File: src/rtl/lcd_tgen_pkg.sv
// Shared types for the passive LCD timing generator.
// Assumes nothing beyond the default parameter set of the top module.
package lcd_tgen_pkg;

    // Sequencer phases: idle after enable, shifting a line, latch pulse.
    typedef enum logic [1:0] {
        ST_IDLE  = 2'd0,
        ST_SHIFT = 2'd1,
        ST_LOAD  = 2'd2
    } lcd_st_e;

    localparam int unsigned NIB_W = 4;

endpackage

File: src/rtl/lcd_tgen_hseq.sv
// Horizontal sequencer: takes nibbles over valid/ready, drives the data
// register and a one-clock shift-clock pulse per nibble, counts nibbles
// and flags the end of a line. Sets a sticky flag when starved.
// Assumes cfg_len is stable while enabled; a length of 0 behaves as 1.
module lcd_tgen_hseq #(
    parameter int unsigned LEN_W = 10
) (
    input  logic                          clk,
    input  logic                          rst_n,
    input  logic                          en,
    input  logic                          shift_act,
    input  logic [LEN_W-1:0]              cfg_len,
    input  logic                          in_valid,
    input  logic [lcd_tgen_pkg::NIB_W-1:0] in_data,
    output logic                          in_ready,
    output logic                          cp_q,
    output logic [lcd_tgen_pkg::NIB_W-1:0] dat_q,
    output logic                          uf_q,
    output logic                          line_end
);

    logic             ph_q;   // 0: nibble due, 1: shift clock high
    logic [LEN_W-1:0] hcnt_q;

    // A nibble is requested only in the low half of a shift period.
    assign in_ready = shift_act && !ph_q;
    // The high half of the final nibble closes the line.
    assign line_end = shift_act && ph_q && (hcnt_q >= cfg_len);

    // Nibble handshake, shift-clock pulse, nibble count and underflow.
    always_ff @(posedge clk) begin
        if (!rst_n || !en) begin
            ph_q   <= 1'b0;
            hcnt_q <= '0;
            cp_q   <= 1'b0;
            dat_q  <= '0;
            uf_q   <= 1'b0;
        end else if (shift_act) begin
            if (!ph_q) begin
                if (in_valid) begin
                    cp_q   <= 1'b1;
                    dat_q  <= in_data;
                    ph_q   <= 1'b1;
                    hcnt_q <= hcnt_q + 1'b1;
                end else begin
                    uf_q <= 1'b1;
                end
            end else begin
                cp_q <= 1'b0;
                ph_q <= 1'b0;
                if (line_end) begin
                    hcnt_q <= '0;
                end
            end
        end else begin
            cp_q <= 1'b0;
        end
    end

endmodule

File: src/rtl/lcd_tgen_vseq.sv
// Vertical sequencer: phase state machine, latch-pulse width timer and
// line counter. Reports the last cycle of each latch pulse and whether
// the current line is the last of the frame.
// Assumes configuration is stable while enabled; zero widths act as 1.
module lcd_tgen_vseq #(
    parameter int unsigned LINES_W = 9,
    parameter int unsigned LOADW_W = 4
) (
    input  logic                  clk,
    input  logic                  rst_n,
    input  logic                  en,
    input  logic                  line_end,
    input  logic [LINES_W-1:0]    cfg_lines,
    input  logic [LOADW_W-1:0]    cfg_load_w,
    output lcd_tgen_pkg::lcd_st_e st_q,
    output logic                  load_end,
    output logic                  last_line
);
    import lcd_tgen_pkg::*;

    logic [LOADW_W-1:0] lcnt_q;
    logic [LINES_W-1:0] vcnt_q;

    // Last line when the 1-based line number reaches the programmed count.
    assign last_line = ({1'b0, vcnt_q} + 1'b1) >= {1'b0, cfg_lines};
    // The pulse ends once it has lasted the programmed number of clocks.
    assign load_end  = (st_q == ST_LOAD) && (lcnt_q >= cfg_load_w);

    // Phase transitions, pulse timer and line counter.
    always_ff @(posedge clk) begin
        if (!rst_n || !en) begin
            st_q   <= ST_IDLE;
            lcnt_q <= '0;
            vcnt_q <= '0;
        end else begin
            unique case (st_q)
                ST_IDLE: st_q <= ST_SHIFT;
                ST_SHIFT: begin
                    if (line_end) begin
                        st_q   <= ST_LOAD;
                        lcnt_q <= {{(LOADW_W-1){1'b0}}, 1'b1};
                    end
                end
                ST_LOAD: begin
                    if (load_end) begin
                        st_q   <= ST_SHIFT;
                        lcnt_q <= '0;
                        vcnt_q <= last_line ? '0 : vcnt_q + 1'b1;
                    end else begin
                        lcnt_q <= lcnt_q + 1'b1;
                    end
                end
                default: st_q <= ST_IDLE;
            endcase
        end
    end

endmodule

File: src/rtl/lcd_tgen_df.sv
// AC-drive polarity generator: inverts once per frame, or after a
// programmable number of latch pulses. Holds its level while disabled;
// the pulse count restarts when disabled. A count of 0 acts as 1.
module lcd_tgen_df #(
    parameter int unsigned DFC_W = 8
) (
    input  logic             clk,
    input  logic             rst_n,
    input  logic             en,
    input  logic             load_end,
    input  logic             last_line,
    input  logic             cfg_mode,
    input  logic [DFC_W-1:0] cfg_loads,
    output logic             df_q
);

    logic [DFC_W-1:0] cnt_q;
    logic             cnt_hit;

    // The pulse now ending completes the programmed group.
    assign cnt_hit = ({1'b0, cnt_q} + 1'b1) >= {1'b0, cfg_loads};

    // Polarity toggle and latch-pulse counting.
    always_ff @(posedge clk) begin
        if (!rst_n) begin
            df_q  <= 1'b0;
            cnt_q <= '0;
        end else if (!en) begin
            cnt_q <= '0;
        end else if (load_end) begin
            if (!cfg_mode) begin
                if (last_line) begin
                    df_q <= ~df_q;
                end
            end else if (cnt_hit) begin
                df_q  <= ~df_q;
                cnt_q <= '0;
            end else begin
                cnt_q <= cnt_q + 1'b1;
            end
        end
    end

endmodule

File: src/rtl/lcd_tgen.sv
// Passive LCD timing generator top: joins the horizontal and vertical
// sequencers and the polarity generator and gates panel outputs with the
// enable. Assumes configuration changes only while disp_en is low.
module lcd_tgen #(
    parameter int unsigned LEN_W   = 10,
    parameter int unsigned LINES_W = 9,
    parameter int unsigned LOADW_W = 4,
    parameter int unsigned DFC_W   = 8
) (
    input  logic               clk,
    input  logic               rst_n,
    input  logic               disp_en,
    input  logic [LEN_W-1:0]   cfg_line_len,
    input  logic [LINES_W-1:0] cfg_lines,
    input  logic [LOADW_W-1:0] cfg_load_w,
    input  logic               cfg_df_mode,
    input  logic [DFC_W-1:0]   cfg_df_loads,
    input  logic               px_valid,
    input  logic [3:0]         px_data,
    output logic               px_ready,
    output logic               lcd_cp,
    output logic               lcd_load,
    output logic               lcd_frame,
    output logic               lcd_df,
    output logic [3:0]         lcd_data,
    output logic               lcd_done,
    output logic               panel_on,
    output logic               underflow
);
    import lcd_tgen_pkg::*;

    lcd_st_e    st;
    logic       shift_act;
    logic       line_end;
    logic       load_end;
    logic       last_line;
    logic       cp_q;
    logic [3:0] dat_q;

    assign shift_act = disp_en && (st == ST_SHIFT);

    lcd_tgen_hseq #(.LEN_W(LEN_W)) u_hseq (
        .clk       (clk),
        .rst_n     (rst_n),
        .en        (disp_en),
        .shift_act (shift_act),
        .cfg_len   (cfg_line_len),
        .in_valid  (px_valid),
        .in_data   (px_data),
        .in_ready  (px_ready),
        .cp_q      (cp_q),
        .dat_q     (dat_q),
        .uf_q      (underflow),
        .line_end  (line_end)
    );

    lcd_tgen_vseq #(.LINES_W(LINES_W), .LOADW_W(LOADW_W)) u_vseq (
        .clk        (clk),
        .rst_n      (rst_n),
        .en         (disp_en),
        .line_end   (line_end),
        .cfg_lines  (cfg_lines),
        .cfg_load_w (cfg_load_w),
        .st_q       (st),
        .load_end   (load_end),
        .last_line  (last_line)
    );

    lcd_tgen_df #(.DFC_W(DFC_W)) u_df (
        .clk       (clk),
        .rst_n     (rst_n),
        .en        (disp_en),
        .load_end  (load_end),
        .last_line (last_line),
        .cfg_mode  (cfg_df_mode),
        .cfg_loads (cfg_df_loads),
        .df_q      (lcd_df)
    );

    // Panel outputs go dark in the same cycle the enable drops.
    assign lcd_cp    = disp_en && cp_q;
    assign lcd_load  = disp_en && (st == ST_LOAD);
    assign lcd_frame = lcd_load && last_line;
    assign lcd_data  = disp_en ? dat_q : 4'd0;
    assign lcd_done  = disp_en && (st != ST_SHIFT);
    assign panel_on  = disp_en && (st != ST_IDLE);

endmodule

File: config.mk
export PLATFORM = sky130hd
export DESIGN_NAME = lcd_tgen
export DESIGN_NICKNAME = d
export VERILOG_FILES = /design/src/rtl/lcd_tgen_pkg.sv /design/src/rtl/lcd_tgen_hseq.sv /design/src/rtl/lcd_tgen_vseq.sv /design/src/rtl/lcd_tgen_df.sv /design/src/rtl/lcd_tgen.sv
export SDC_FILE = /design/constraint.sdc
export NUM_CORES = 1
export LEC_CHECK = 0
export BUFFER_PORTS_ARGS = -buffer_cell sky130_fd_sc_hd__buf_2
export CAP_MARGIN = 10
export CORE_AREA = 2 2 101 103
export DETAILED_ROUTE_END_ITERATION = 10
export DIE_AREA = 0 0 103 105
export HOLD_SLACK_MARGIN = 0.1
export MAX_ROUTING_LAYER = met4
export PLACE_DENSITY = 0.52
export SYNTH_ARGS = -nofsm -noshare
export SYNTH_HDL_FRONTEND = slang
export SYNTH_SLANG_ARGS = --single-unit
File: constraint.sdc
create_clock -name clk -period 3.1 [get_ports clk]
set_clock_uncertainty 0.2 [all_clocks]
set_input_delay 0.465 -clock clk [delete_from_list [all_inputs] [get_ports clk]]
set_output_delay 0.465 -clock clk [all_outputs]
set_load 0.02 [all_outputs]
==> results of run 1 <==
[registers in the layout, summed over array words and instances, names as in the netlist]
signal and flops:
u_hseq.uf_q 1, u_hseq.cp_q 1, u_df.df_q 1, u_vseq.st_q 2, u_hseq.hcnt_q 10, u_hseq.ph_q 1, u_df.cnt_q 8, u_vseq.lcnt_q 4
u_vseq.vcnt_q 9, u_hseq.dat_q 4
[how the worst max path moves through the flow]
stage / startpoint / to / slack, ps / depth (start not counted)
floorplan: u_vseq.vcnt_q[0]$_SDFFE_PN0P_ / lcd_frame / 210 / 11
global route: u_vseq.vcnt_q[1]$_SDFFE_PN0P_ / lcd_frame / -40 / 12
finish: u_vseq.vcnt_q[1]$_SDFFE_PN0P_ / lcd_frame / 60 / 12
detailed placement: u_vseq.vcnt_q[1]$_SDFFE_PN0P_ / lcd_frame / 110 / 12
CTS: u_vseq.vcnt_q[0]$_SDFFE_PN0P_ / lcd_frame / 10 / 12
global placement: u_vseq.vcnt_q[1]$_SDFFE_PN0P_ / lcd_frame / 160 / 12
[cell usage in the layout, fill, tap and decap left out, types with 3 or more instances in the layout]
| cell type | n |
|---|---|
| nor2b_1 | 4 |
| buf_4 | 16 |
| ha_1 | 33 |
| a31oi_1 | 5 |
| o31ai_1 | 4 |
| and2_1 | 7 |
| nand2b_1 | 13 |
| xnor2_1 | 6 |
| o21a_1 | 4 |
| nand4_1 | 6 |
| a21o_1 | 5 |
| clkbuf_8 | 5 |
| or4_1 | 3 |
| nand3b_1 | 4 |
| or3_1 | 3 |
| nand2_1 | 35 |
| inv_1 | 33 |
| and3_1 | 6 |
| a22o_1 | 3 |
| a21oi_1 | 24 |
| o21ai_0 | 6 |
| nand3_1 | 15 |
| buf_2 | 50 |
| o21ai_1 | 6 |
| xor2_1 | 5 |
| nor2_1 | 23 |
| dfxtp_1 | 37 |
| a21oi_2 | 4 |
| dfxtp_2 | 4 |
| a211oi_1 | 3 |
[cells by family after synthesis]
| family | after synthesis | synth area share [%] |
|---|---|---|
| flip-flops | 41 | 28.8 |
| adder cells (fa/ha/maj) | 35 | 15.4 |
| XOR/XNOR | 12 | 3.69 |
| buffers and inverters | 40 | 5.54 |
| AO/OA/AOI/OAI | 85 | 20.3 |
| AND/OR/NAND/NOR | 139 | 25.9 |
| multiplexers | 1 | 0.352 |
[area by class of cell]
cell class	count	area, um^2
sequential	41	826
tap	133	166
timing repair buffer	66	370
clock inverter	2	35.0
fill	1035	6070
multi-input combinational	272	1970
inverter	35	131
clock buffer	5	68.8
[routing by layer]
| layer | track usage, % | part of all wire [%] | vias up | routed length [um] |
|---|---|---|---|---|
| li1 | - | - | 1396 | - |
| met1 | 16.6 | 47 | 1218 | 3130 |
| met2 | 21.5 | 49 | 42 | 3300 |
| met4 | 2.82 | 0.45 | 0 | 30 |
| met5 | - | 0 | - | 0 |
| met3 | 2.21 | 4.0 | 4 | 270 |
[power by group]
group          internal [W]  switching [W]
clock network      0.000234       0.000186
registers          0.000528     0.00000201
logic             0.0000475      0.0000603
total              0.000810       0.000248
[what timing repair did]
action,4_1_cts,5_1_grt
pin swaps,4,7
buffers inserted,8,1
gates resized for setup,11,15
endpoints found under the setup margin,1,13
[worst max-delay path: stages (launching register included)]
cell and delay, ps:
dfxtp_2 360, ha_4 140, and3_4 200, nand3_4 80, and2_4 150, or2_4 230, ha_4 150, a21o_1 180
a21oi_2 170, nand2_1 90, a21oi_2 130, nor2_1 60, buf_4 160
[through the flow]
| step | TNS (ps) | instance area, um^2 |
|---|---|---|
| 3_5_place_dp | 0 | 3290 |
| 2_1_floorplan | 0 | 2850 |
| 3_3_place_gp | 0 | 3290 |
| 5_1_grt | -51.6 | 3570 |
| 6_report | 0 | 3570 |
| 4_1_cts | 0 | 3490 |
==> impl_metrics.toml, run 1 <==
[floorplanning]
die_area_um2 = 10800
rows = 36
core_area_um2 = 9640
initial_core_util_pct = 29.5
die_h_um = 105
io_pins = 52
fp.dieW_um = 103

[sta]
hold_viol_final = 0
maxSlewViolCount = 0
fmax_ghz = 0.329
finalCriticalPeriod_ps = 3040
setup_viol = 0
fin_ws_ps = 56.8
rsz0062_at_grt = "yes"
relSlewSlack_pct = 55.4
holdWs_ps = 211
layout_worst_path_cycle_share_pct = 98.2
tightest_slew_ps = 665

[pwr]
p_leak_nw = 1.68
finalPower_w = 0.00106
powerDensity_nw_per_um2 = 296
peakVddDrop_mv = 0.208

[grt]
grt_max_degree = 15
antenna_found_initial = 0
grt_usage_pct = 13.0
grt_first_pass_wirelength_mm = 11.0
grt.overflow.total = 0
grt_pass1_vias = 2499

[logic_synthesis]
netlist_area_um2 = 2850
avgSynthCellArea_um2 = 8.06
ys_ff_latch = 41
synth_top_area_share_pct = 28.8
yosys_warnings = 0
synth.distinct_cells = 57
synth_area_leaders = "dfxtp_1 29%, ha_1 15%, a21oi_1 4.7%"
post-synth-top-count-cell = "dfxtp_1"
async_flop_share_pct = 0
synth_commonest_cells = "41 x dfxtp_1, 35 x ha_1, 35 x nand2_1, 33 x inv_1, 27 x a21oi_1"
synth_nets = 428
syn_inst = 353
synth.yosys.seq_area_share_pct = 28.8
synthFlopType = "dfxtp_1"
synth_edf_count = 0
synth_area_leader_cell = "dfxtp_1"

[critical_path]
rr_endpoint = "u_vseq.vcnt_q[1]$_SDFFE_PN0P_"
startpoint_type = "flip-flop"
end_kind = "output port"
r2r_slack_ps = 100
cp.arrival_ps = 2380
r2r_cells = 17
setup.worst_path.class = "flip-flop to output port"
critPathRequiredTime_ps = 2430
r2r_start = "u_vseq.vcnt_q[1]$_SDFFE_PN0P_"
crit_fanout = 3

[min_path]
min_path_cells = 3
hold_start = "px_data[1]"
min_to = "u_hseq.dat_q[1]$_SDFFE_PN0P_"
min_path_type = "input port to flip-flop"

[flow_run]
drv_cap = 0

[drt]
vias = 2660
routedWlPerCell_um = 12.2
drc = 0
viasPerCell = 4.80
drt-total-wl_mm = 6.73
dr.pass1.iters = 4
postRouteAntennaNets = 0
drtIter0Drc = 62

[place]
dp_slack_ps = 108
gp_congestion = 0.808
post-dp-hpwl_mm = 5.13
portBuffers = 51
dp_cells = 538

[layout]
fin_cells = 554
fin_util_pct = 37.1
area_delta_synth_final_pct = 25.5
diodes = 0
final_nets = 496
drive_above_1_share_pct = 25.4

[cts]
cts_tree = "built"
ctsRootBufferMaster = "clkbuf_8"
hold_buffers = 0
clock_path_buffers = 2
cts_buffers = 5
htree_levels = 2
clkLatencyLatePin_ps = 290
clkTransAtPathRegs_ps = 80
cts_num_sinks = 41

[status]
status = "finished, final reports clean"
Power figures use the tool's default switching activity.
==> run 2, diff against run 1 <==
--- a/config.mk
+++ b/config.mk
@@ -5,11 +5,12 @@
 export SDC_FILE = /design/constraint.sdc
 export NUM_CORES = 1
 export LEC_CHECK = 0
+export ABC_AREA = 1
 export BUFFER_PORTS_ARGS = -buffer_cell sky130_fd_sc_hd__buf_2
 export CAP_MARGIN = 10
-export CORE_AREA = 2 2 101 103
+export CORE_AREA = 2 2 103 105
 export DETAILED_ROUTE_END_ITERATION = 10
-export DIE_AREA = 0 0 103 105
+export DIE_AREA = 0 0 105 107
 export HOLD_SLACK_MARGIN = 0.1
 export MAX_ROUTING_LAYER = met4
 export PLACE_DENSITY = 0.52
==> impl_metrics.toml, run 2 <==
[logic_synthesis]
synth_top_area_share_pct = 27.5
post-synth-top-count-cell = "nand2_1"
yosys_warnings = 0
synthFlopType = "dfxtp_1"
async_flop_share_pct = 0
ys_ff_latch = 41
synth.yosys.seq_area_share_pct = 27.5
synth.distinct_cells = 30
synth_area_leader_cell = "dfxtp_1"
syn_inst = 424
synth_commonest_cells = "78 x nand2_1, 70 x inv_1, 41 x dfxtp_1, 40 x a21oi_1, 37 x nor2_1"
netlist_area_um2 = 2990
synth_nets = 499
avgSynthCellArea_um2 = 7.04
synth_edf_count = 0
synth_area_leaders = "dfxtp_1 27%, ha_1 15%, nand2_1 9.8%"

[floorplanning]
fp.dieW_um = 105
io_pins = 52
core_area_um2 = 10100
rows = 37
die_area_um2 = 11200
initial_core_util_pct = 29.6
die_h_um = 107

[critical_path]
critical_path.slowest_cell = "dfxtp_4"
path_buf_inv = 3
critical-path-max-stage-delay_ps = 370
crit_fanout = 3
worstPathCellList = "ha_4 -> nand2_4 -> nor2_4 -> nand2_2 -> xor2_2 -> inv_2 -> ha_4 -> nand2_2 -> nor2_1 -> nand3_1 -> nand2_1 -> nor2_2 -> nand2_2 -> inv_1 -> nor3_2 -> buf_4"
setup.worst_path.class = "flip-flop to output port"
critPathRequiredTime_ps = 2430
r2r_slack_ps = 510
cp_top_family = "simple AND/OR/NAND/NOR gates"
cp.arrival_ps = 2310
startpoint_type = "flip-flop"
end_kind = "output port"
cp_common_cell = "nand2_2"

[cts]
ctsRootBufferMaster = "clkbuf_8"
cts_buffers = 5
clock_path_buffers = 2
clkLatencyLatePin_ps = 300
cts_num_sinks = 41
hold_buffers = 0
htree_levels = 2
cts_tree = "built"
clkTransAtPathRegs_ps = 80

[pwr]
clock_power_share_pct = 41.8
p_leak_nw = 1.80
swShare_pct = 23.8
peakVddDrop_mv = 0.151
powerDensity_nw_per_um2 = 302
finalPower_w = 0.00109
p_comb_share_pct = 9.9
power.internal_w = 0.000834
p_sw_w = 0.000261
seq_power_share_pct = 48.3

[sta]
fmax_ghz = 0.336
setup_viol = 0
maxSlewViolCount = 0
layout_worst_path_cycle_share_pct = 96.1
hold_viol_final = 0
finalCriticalPeriod_ps = 2980
rsz0062_at_grt = "yes"
holdWs_ps = 201
relSlewSlack_pct = 64.1
tightest_slew_ps = 537

[layout]
final_cell_mix = "74 x nand2_1, 69 x inv_1, 50 x buf_2, 40 x a21oi_1, 38 x dfxtp_1"
diodes = 0
fin_area_um2 = 3630
drive_above_1_share_pct = 23.1
largest_register_ffs = 10
final_nets = 555
area_delta_synth_final_pct = 21.4
top_register = "u_hseq.hcnt_q"
top_regs = "u_hseq.hcnt_q: 10 flops, u_vseq.vcnt_q: 9 flops, u_df.cnt_q: 8 flops"
fin_util_pct = 35.9
final_common_cell = "nand2_1"

[drt]
viasPerCell = 4.48
postRouteAntennaNets = 0
drtIter0Drc = 110
routedWlPerCell_um = 11.1
drc = 0
drt-total-wl_mm = 6.83
vias = 2763
dr.pass1.iters = 4

[grt]
grt_first_pass_wirelength_mm = 11.8
antenna_found_initial = 0
grt.overflow.total = 0
grt_usage_pct = 13.2
grt_pass1_vias = 2663
grt_max_degree = 26

[place]
gp_congestion = 0.821
post-dp-hpwl_mm = 5.21
portBuffers = 51
dpl_cell_area_um2 = 3380

[min_path]
min_path_type = "input port to flip-flop"

[flow_run]
drv_cap = 0

[status]
status = "finished, final reports clean"
run 2: cell types whose count changed in the layout (fill, tap and decap cells not counted), sizes merged, moves of 7 or more:
cell and delta:
a21oi +12, and2 -9, and3 -8, buf -9
inv +38, nand2 +52, nand2b -13, nand3 +18
nand4 +7, nor2 +23, xor2 +9
run 2: kinds of logic after synthesis:
kind of cell    after synthesis  synth area share [%]
simple gates                187                  30.2
buf+inv                      82                  10.9
compound gates               60                  11.0
flops                        41                  27.5
fa+ha+maj                    35                  14.7
xor+xnor                     19                  5.82
run 2: final timing paths:
check / start / endpoint / cells past startpoint
min reg2reg: u_hseq.uf_q$_SDFFE_PN0P_ / u_hseq.uf_q$_SDFFE_PN0P_ / 2
max reg2reg: u_vseq.vcnt_q[1]$_SDFFE_PN0P_ / u_vseq.vcnt_q[6]$_SDFFE_PN0P_ / 16
max: u_vseq.vcnt_q[1]$_SDFFE_PN0P_ / lcd_frame / 16
min: px_valid / u_hseq.uf_q$_SDFFE_PN0P_ / 2
run 2: final cells by class:
type                    count  area, um^2
fillers                  1129        6460
clock inverters             2        37.5
repair buffers             57         310
clock buffers               6        82.6
multi-input cells         301        1920
flip-flops and latches     41         827
inverters                  74         278
well taps                 136         170
run 2: metrics by stage:
stage               setup WS [ps]  setup TNS, ps  std cells
CTS                          13.5              0        615
global route                -56.7          -56.7        617
floorplan                     199              0        424
global placement              209              0        605
detailed placement            135              0        605
finish                        121              0        617
run 2: power groups by stage:
stage / clock network [W] / logic, W / registers, W
4_1_cts: 0.000471 / 0.000109 / 0.000530
5_1_grt: 0.000493 / 0.000125 / 0.000530
6_report: 0.000457 / 0.000108 / 0.000529
3_5_place_dp: 0 / 0.000109 / 0.000543
2_1_floorplan: 0 / 0.0000640 / 0.000542
3_3_place_gp: 0 / 0.000106 / 0.000543
run 2: per-layer routing:
| metal | up-vias | wire, um | GRT usage [%] |
|---|---|---|---|
| li1 | 1479 | - | - |
| met1 | 1226 | 3340 | 17.0 |
| met2 | 51 | 3160 | 21.4 |
| met3 | 7 | 268 | 2.37 |
| met4 | 0 | 65 | 3.14 |
| met5 | - | 0 | - |
run 2: timing repair:
item,in CTS,in global routing
pin swaps,1,7
endpoints found under the setup margin,1,1
gates resized for setup,7,16
hold endpoints to repair,0,0
setup buffers,2,2
==> run 3, diff against run 2 <==
--- a/config.mk
+++ b/config.mk
@@ -14,6 +14,7 @@
 export HOLD_SLACK_MARGIN = 0.1
 export MAX_ROUTING_LAYER = met4
 export PLACE_DENSITY = 0.52
+export SETUP_SLACK_MARGIN = 0.4
 export SYNTH_ARGS = -nofsm -noshare
 export SYNTH_HDL_FRONTEND = slang
 export SYNTH_SLANG_ARGS = --single-unit
==> impl_metrics.toml, run 3 (synthesized netlist as in run 2, its figures left out) <==
[layout]
num-fill-cells = 1101
final_common_cell = "nand2_1"
top_regs = "u_hseq.hcnt_q: 10 flops, u_vseq.vcnt_q: 9 flops, u_df.cnt_q: 8 flops"
largest_register_ffs = 10
area_delta_synth_final_pct = 22.2
top_register = "u_hseq.hcnt_q"
final_cell_mix = "73 x nand2_1, 68 x inv_1, 50 x buf_2, 40 x a21oi_1, 38 x dfxtp_1"
diodes = 0
drive_above_1_share_pct = 24.3
final_nets = 559
fin_util_pct = 36.2

[critical_path]
crit_fanout = 3
startpoint_type = "flip-flop"
end_kind = "output port"
r2r_start = "u_vseq.vcnt_q[0]$_SDFFE_PN0P_"
critPathRequiredTime_ps = 2430
r2r_slack_ps = 570
r2r_cells = 15
setup.worst_path.class = "flip-flop to output port"
critical-path-max-stage-delay_ps = 370
rr_endpoint = "u_vseq.vcnt_q[8]$_SDFFE_PN0P_"
worstPathCellList = "ha_4 -> nand2_4 -> o21ai_0 -> inv_1 -> ha_1 -> nand2_1 -> nor2_2 -> o21ai_0 -> nand3_1 -> nand2_1 -> nand2_2 -> inv_2 -> nor3_4 -> buf_6"
cp.arrival_ps = 2260
critical_path.slowest_cell = "dfxtp_2"

[sta]
holdWs_ps = 209
fmax_ghz = 0.342
finalCriticalPeriod_ps = 2920
setup_viol = 0
hold_viol_final = 0
relSlewSlack_pct = 70.5
tns_ps = 0
maxSlewViolCount = 0
tightest_slew_ps = 442
layout_worst_path_cycle_share_pct = 94.4
rsz0062_at_grt = "yes"

[floorplanning]
core_area_um2 = 10100
rows = 37
initial_core_util_pct = 29.6
fp.dieW_um = 105
io_pins = 52
die_h_um = 107
die_area_um2 = 11200

[pwr]
p_leak_nw = 1.82
peakVddDrop_mv = 0.143
powerDensity_nw_per_um2 = 268

[drt]
vias = 2761
dr.pass1.iters = 4
routedWlPerCell_um = 10.8
drtIter0Drc = 87
viasPerCell = 4.45
postRouteAntennaNets = 0
drt-total-wl_mm = 6.71
drc = 0

[place]
post-dp-hpwl_mm = 5.14
portBuffers = 51
gp_congestion = 0.792

[grt]
grt_first_pass_wirelength_mm = 11.8
grt_usage_pct = 12.9
antenna_found_initial = 0
grt.overflow.total = 0
grt_pass1_vias = 2638
grt_max_degree = 25

[cts]
cts_tree = "built"
htree_levels = 2
cts_buffers = 5
clkLatencyLatePin_ps = 290
cts_num_sinks = 41
ctsRootBufferMaster = "clkbuf_8"
clock_path_buffers = 2
clkTransAtPathRegs_ps = 80

[min_path]
hold_start = "px_data[3]"
min_path_type = "input port to flip-flop"
min_to = "u_hseq.dat_q[3]$_SDFFE_PN0P_"
min_path_cells = 3

[status]
status = "finished, final reports clean"

[flow_run]
drv_cap = 0
==> run 3: cell count changes in the layout (fill, tap and decap cells not counted), moves of 2 or more <==
| cell | before | now |
|---|---|---|
| buf_4 | 5 | 7 |
| clkinv_2 | 0 | 2 |
| nor2_1 | 36 | 34 |
| nor2_2 | 5 | 7 |
==> run 3: timing repair <==
item | CTS | global route
pin swaps | 10 | 7
setup endpoints to repair | 1 | 7
gates resized for setup | 20 | 7
gates cloned | 0 | 0
hold buffers | 0 | 0
buffers inserted | 6 | 2
==> run 3: final cells by class <==
class                      count  area [um^2]  area share (%)
clock inverter                 2         10.0           0.274
multi-input combinational    301         1940            53.0
timing repair buffer          61          357            9.77
sequential                    41          827            22.7
tap                          136          170            4.66
inverter                      74          278            7.61
clock buffer                   6         72.6            1.99
==> run 3: metrics by stage <==
| stage | worst slack (ps) | power, W | cells | instance area, um^2 |
|---|---|---|---|---|
| floorplan | 424 | 0.000607 | 424 | 3000 |
| global placement | 207 | 0.000649 | 605 | 3390 |
| detailed placement | 164 | 0.000651 | 605 | 3390 |
| CTS | 178 | 0.000992 | 619 | 3600 |
| global route | 10.4 | 0.00104 | 621 | 3650 |
| finish | 175 | 0.000980 | 621 | 3650 |
==> run 3: routing by layer <==
metal	track usage, %	wire length (um)
met2	21.8	3200
met3	3.04	245
met1	15.6	3200
met5	-	0
met4	2.95	57
==> run 3: critical path, delay by kind of cell, from the launching register on <==
kind / cells / cell delay, ps
and+or+nand+nor: 7 / 600
AOI/OAI and AO/OA: 2 / 280
DFF: 1 / 370
adders and majority gates: 2 / 440
buffers and inverters: 3 / 280
==> run 3: worst max-delay path by stage <==
stage | start | endpoint
floorplan | u_vseq.vcnt_q[0]$_SDFFE_PN0P_ | lcd_frame
global placement | u_vseq.vcnt_q[0]$_SDFFE_PN0P_ | lcd_frame
detailed placement | u_vseq.vcnt_q[0]$_SDFFE_PN0P_ | lcd_frame
CTS | u_vseq.vcnt_q[1]$_SDFFE_PN0P_ | lcd_frame
global route | u_vseq.vcnt_q[1]$_SDFFE_PN0P_ | lcd_frame
finish | u_vseq.vcnt_q[0]$_SDFFE_PN0P_ | lcd_frame
==> run 3: power breakdown <==
group	internal [W]	switching (W)	leakage, nW	total [W]
Clock	0.000156	0.000185	0.0450	0.000341
Sequential	0.000527	0.00000216	0.332	0.000530
Combinational	0.0000447	0.0000642	1.44	0.000109
